File: config.mk
export PLATFORM = sky130hd
export DESIGN_NAME = divn_top
export DESIGN_NICKNAME = d
export VERILOG_FILES = /design/src/rtl/divn_pkg.sv /design/src/rtl/divn_counter.sv /design/src/rtl/divn_decode.sv /design/src/rtl/divn_pulse.sv /design/src/rtl/divn_top.sv
export SDC_FILE = /design/constraint.sdc
export NUM_CORES = 1
export LEC_CHECK = 0
export BUFFER_PORTS_ARGS = -buffer_cell sky130_fd_sc_hd__buf_2
export CAP_MARGIN = 20
export CORE_MARGIN = 2
export CORE_UTILIZATION = 35
export CTS_CLUSTER_DIAMETER = 60
export DETAILED_ROUTE_END_ITERATION = 8
export GPL_TIMING_DRIVEN = 1
export SYNTH_ARGS = -nofsm -noshare
export SYNTH_HDL_FRONTEND = slang
export SYNTH_SLANG_ARGS = --single-unit
File: constraint.sdc
create_clock -name clk -period 4 [get_ports clk]
set_clock_uncertainty 0.2 [all_clocks]
set_input_delay 0.4 -clock clk [delete_from_list [all_inputs] [get_ports clk]]
set_output_delay 0.4 -clock clk [all_outputs]
set_load 0.005 [all_outputs]
File: src/rtl/divn_pkg.sv
`timescale 1ns/1ps
// Package divn_pkg: shared type for the divider's pulse-forming scheme selection.
// Assumes: one mode bit, captured at reset.
package divn_pkg;
    typedef enum logic {
        SCHEME_PRECOUNT = 1'b0,
        SCHEME_LATCHED  = 1'b1
    } scheme_e;
endpackage

File: src/rtl/divn_counter.sv
`timescale 1ns/1ps
// Module divn_counter: falling-edge binary counter with a clearing input.
// It also holds the divisor and mode registers, which are loaded only while reset is low.
// Assumes: clear comes from a rising-edge register, so it is stable at the falling edge.
module divn_counter
    import divn_pkg::*;
#(
    parameter int W = 12
) (
    input  logic          clk,
    input  logic          rst_n,
    input  logic [W:0]    div_in,
    input  logic          mode_in,
    input  logic          clear,
    output logic [W-1:0]  cnt,
    output logic [W:0]    div_q,
    output scheme_e       mode_q,
    output logic          illegal
);
    localparam int DW = W + 1;
    localparam logic [DW-1:0] MIN_DIV = DW'(2);

    // Capture divisor and mode only during reset.
    always_ff @(negedge clk) begin
        if (!rst_n) begin
            div_q  <= div_in;
            mode_q <= scheme_e'(mode_in);
        end
    end

    // Divisors below the minimum are flagged as illegal.
    assign illegal = (div_q < MIN_DIV);

    // Step the count on each falling edge; reset, an illegal divisor or a pulse clears it.
    always_ff @(negedge clk) begin
        if (!rst_n || illegal || clear) begin
            cnt <= '0;
        end else begin
            cnt <= cnt + 1'b1;
        end
    end
endmodule

File: src/rtl/divn_decode.sv
`timescale 1ns/1ps
// Module divn_decode: count decoders for both schemes.
//   hit_pre  - the count equals N-1 (pre-count scheme)
//   hit_next - the counter's increment bus equals N (latched scheme)
//   zero     - the count reads all zeros (releases the latched flag)
// Assumes: div_q is static outside reset.
module divn_decode #(
    parameter int W = 12
) (
    input  logic [W-1:0] cnt,
    input  logic [W:0]   div_q,
    output logic         hit_pre,
    output logic         hit_next,
    output logic         zero
);
    localparam int DW = W + 1;
    localparam logic [DW-1:0] ONE = DW'(1);

    logic [DW-1:0] cnt_ext;
    logic [DW-1:0] inc_bus;
    logic [DW-1:0] div_m1;
    logic [W-1:0]  zero_bits;

    // Widen the count so that N = 2^W compares without overflow.
    assign cnt_ext = {1'b0, cnt};
    assign inc_bus = cnt_ext + ONE;
    assign div_m1  = div_q - ONE;

    // Terminal-count decoders.
    assign hit_pre  = (cnt_ext == div_m1);
    assign hit_next = (inc_bus == div_q);

    // Per-bit zero detect, reduced with an AND.
    for (genvar b = 0; b < W; b++) begin : g_zero
        assign zero_bits[b] = ~cnt[b];
    end
    assign zero = &zero_bits;
endmodule

File: src/rtl/divn_pulse.sv
`timescale 1ns/1ps
// Module divn_pulse: rising-edge pulse stage.
// The D flip-flop serves the pre-count scheme and the set/reset flag serves the latched
// scheme; the captured mode picks the active one. The short pulse gates the full pulse
// with the clock's low phase.
// Assumes: the decoder inputs settle after falling edges, half a period before capture.
module divn_pulse
    import divn_pkg::*;
(
    input  logic    clk,
    input  logic    rst_n,
    input  scheme_e mode_q,
    input  logic    illegal,
    input  logic    hit_pre,
    input  logic    hit_next,
    input  logic    zero,
    output logic    pulse_full,
    output logic    pulse_short
);
    logic pre_q;
    logic sr_q;

    // Pre-count scheme: register the N-1 decode.
    always_ff @(posedge clk) begin
        if (!rst_n) begin
            pre_q <= 1'b0;
        end else begin
            pre_q <= hit_pre & ~illegal;
        end
    end

    // Latched scheme: set on an N decode, hold, release when the count reads zero.
    always_ff @(posedge clk) begin
        if (!rst_n || illegal) begin
            sr_q <= 1'b0;
        end else if (hit_next) begin
            sr_q <= 1'b1;
        end else if (zero) begin
            sr_q <= 1'b0;
        end
    end

    // Select the active scheme's pulse source.
    assign pulse_full  = (mode_q == SCHEME_LATCHED) ? sr_q : pre_q;

    // Half-period pulse: the full pulse qualified by the low clock phase.
    assign pulse_short = pulse_full & ~clk;
endmodule

File: src/rtl/divn_top.sv
`timescale 1ns/1ps
// Module divn_top: divide-by-N with pulse reset.
// A falling-edge counter and a rising-edge pulse stage form a loop: decode, capture,
// clear. The loop gives one pulse per N clocks for 2 <= N <= 2^W.
// Assumes: divisor and mode change only while rst_n is low.
module divn_top
    import divn_pkg::*;
#(
    parameter int W = 12
) (
    input  logic         clk,
    input  logic         rst_n,
    input  logic [W:0]   div_n_i,
    input  logic         mode_i,
    output logic [W-1:0] count_o,
    output logic         pulse_short_o,
    output logic         pulse_full_o,
    output logic         err_o
);
    logic [W:0] div_q;
    scheme_e    mode_q;
    logic       illegal;
    logic       hit_pre;
    logic       hit_next;
    logic       zero;
    logic       full_w;
    logic       short_w;

    // Falling-edge counter and configuration registers.
    divn_counter #(.W(W)) u_cnt (
        .clk     (clk),
        .rst_n   (rst_n),
        .div_in  (div_n_i),
        .mode_in (mode_i),
        .clear   (full_w),
        .cnt     (count_o),
        .div_q   (div_q),
        .mode_q  (mode_q),
        .illegal (illegal)
    );

    // Terminal and zero decoders.
    divn_decode #(.W(W)) u_dec (
        .cnt      (count_o),
        .div_q    (div_q),
        .hit_pre  (hit_pre),
        .hit_next (hit_next),
        .zero     (zero)
    );

    // Rising-edge pulse stage.
    divn_pulse u_pls (
        .clk         (clk),
        .rst_n       (rst_n),
        .mode_q      (mode_q),
        .illegal     (illegal),
        .hit_pre     (hit_pre),
        .hit_next    (hit_next),
        .zero        (zero),
        .pulse_full  (full_w),
        .pulse_short (short_w)
    );

    // Drive the outputs.
    assign pulse_full_o  = full_w;
    assign pulse_short_o = short_w;
    assign err_o         = illegal;
endmodule

==> qor.csv <==
metric;value;unit
violations;negative setup slack;
ys_ff_latch;28;
n_antenna_cell;0;
netlist_instances;206;
grt_overflow_total;0;
yosys_warnings;0;
dpl-instance-area;0.00246;sq mm
final_util;55.6;%
fin_area;0.00286;sq mm
p_int;0.565;mW
crit_fanout;4;
syn_nets;225;
avgSynthCellArea;9.15;sq um
powerDensity;290;mW/mm^2
ys_seq_area_share;37.2;%
drc_errors;0;
die_height;77.4;um
drv_cap;0;
drive_above_1_share;41.2;%
placement.setup.worst_slack;-0.285;ns
p_switching;0.264;mW
yosysTopAreaCell;edfxtp_1;
arrival;3.78;ns
portBuffers;30;
final_cell_mix;54 x buf_4, 34 x inv_1, 28 x buf_2;
tightestPinTransition;0.447;ns
critPathKind;reg -> out;
synth_edf_count;14;
synth-main-ff-cell;edfxtp_1;
grt_pass1_wl;8550;um
rsz0062_at_grt;true;
setup_ws;-0.381;ns
pwr-share-comb;17.7;%
worst_setup_path_start_kind;flop;
vias_per_cell;4.97;
ff2ff_setup_slack;-0.31;ns
grt_pass1_vias;1905;
place_congestion;0.919;
syn_to_final_growth;51.7;%
drtIter0Drc;116;
final_hold_viol_count;0;
num_vias;1902;
grt_max_degree;17;
swShare;31.8;%
synth-async-reset-ratio;0;%
n_fill_cell;501;
dr.pass1.iters;4;
rows;26;
die-area;0.00599;sq mm
p_clk_share;42.1;%
slew_headroom;70.1;%
clkSlewWorstSetupHoldPaths;0.11;ns
grt.total_usage;18.1;%
cts_tree;built;
ant_nets;0;
layout_commonest_cell;buf_4;
status;finished, violations left;
initial_core_util;36.7;%
required;3.40;ns
drt-total-wl;4990;um
register_area;711;sq um
antenna_found_initial;0;
place_hpwl;3690;um
synth_area_leaders;edfxtp_1 22%, dfxtp_1 15%, xnor2_1 11%;
coreArea;0.00514;sq mm
die_x;77.4;um
p_seq_share;40.2;%
leakage;1.28;nW
wl_per_cell;13.0;um
yosys.cell_types.count;55;
end_kind;primary output;
hold_class;in -> reg;
drv_slew;0;
synth.top_cell.area_share;22.3;%
nets;333;
clk_latency;0.48;ns
multi_input_area;0.00121;sq mm
vdd_ir_drop_max;0.264;mV
finalSetupViolCount;5;
synthesis.area;0.00188;sq mm
num_io_pins;31;
## through the flow
step           power (mW)  cells  hold WS [ns]  setup TNS (ns)
5_1_grt             0.890    383         0.304           -1.37
3_3_place_gp        0.504    343         0.274          -0.416
2_1_floorplan       0.451    206         0.231          -0.268
3_5_place_dp        0.506    343         0.287          -0.560
6_report            0.828    383         0.287          -0.946
4_1_cts             0.832    381         0.215          -0.944
## path summary, 6_finish.rpt
| check | start | end | depth (start not counted) |
|---|---|---|---|
| worst min register to register | u_cnt.cnt[0]$_SDFF_NP0_ | u_cnt.cnt[0]$_SDFF_NP0_ | 2 |
| worst max-delay path | u_cnt.div_q[4]$_DFFE_NN_ | err_o | 5 |
| worst max register to register | u_cnt.div_q[4]$_DFFE_NN_ | u_pls.pre_q$_SDFF_PN0_ | 6 |
| worst min-delay path | rst_n | u_pls.sr_q$_SDFFE_PP0P_ | 5 |
## Yosys cell counts (all sizes together) (6+ instances only)
master	count
o21ai	6
nor2	27
and3	6
nand4	6
xor2	7
nand3	7
nor3	10
dfxtp	14
inv	10
clkbuf	7
buf	7
nand2	13
edfxtp	14
xnor2	24
## worst max-delay path, cell delays in order, from the launching register on
cell	delay, ns
edfxtp_1	0.42
nor4_4	0.34
buf_4	0.18
and3_4	0.19
buf_6	0.09
buf_6	0.08
## flip-flops by register name, indices dropped and copies added, names as in the netlist
name,flops
u_cnt.div_q,13
u_pls.sr_q,1
u_pls.pre_q,1
u_cnt.mode_q,1
u_cnt.cnt,12
## layout make-up
cell class                      instances  area share [%]
Clock buffer                            7            3.06
Inverter                                9            1.18
Tap cell                               70            3.06
Multi-Input combinational cell        154            42.2
Sequential cell                        28            24.9
Timing Repair Buffer                   88            22.0
Clock inverter                         27            3.63
## power by group through the flow
stage | sequential, mW | combinational (mW) | clock [mW]
floorplan | 0.336 | 0.0748 | 0.0409
global placement | 0.336 | 0.127 | 0.0409
detailed placement | 0.337 | 0.128 | 0.0409
CTS | 0.333 | 0.136 | 0.363
global route | 0.334 | 0.160 | 0.396
finish | 0.333 | 0.147 | 0.349
## cell families after synthesis
| logic type | synth area share [%] |
|---|---|
| simple gates | 27.2 |
| xor+xnor | 14.4 |
| flops | 37.2 |
| compound gates | 11.0 |
| buf+inv | 6.04 |
| mux | 2.19 |
| fa+ha+maj | 1.99 |
## per-layer routing
layer | vias to the layer above | part of all wire (%) | routed length (um) | track usage, %
met5 | - | 0 | 0 | 0
met1 | 870 | 44 | 2200 | 21.7
met2 | 66 | 48 | 2390 | 31.0
li1 | 956 | - | - | -
met4 | 0 | 2.5 | 127 | 7.50
met3 | 10 | 5.6 | 279 | 4.19
## what timing repair did
item	CTS	global route
pin swaps	7	5
hold buffers	0	0
buffers inserted	6	2
setup endpoints to repair	5	6
gates resized for setup	13	16
Note: power is estimated with default switching activity, not from simulation.
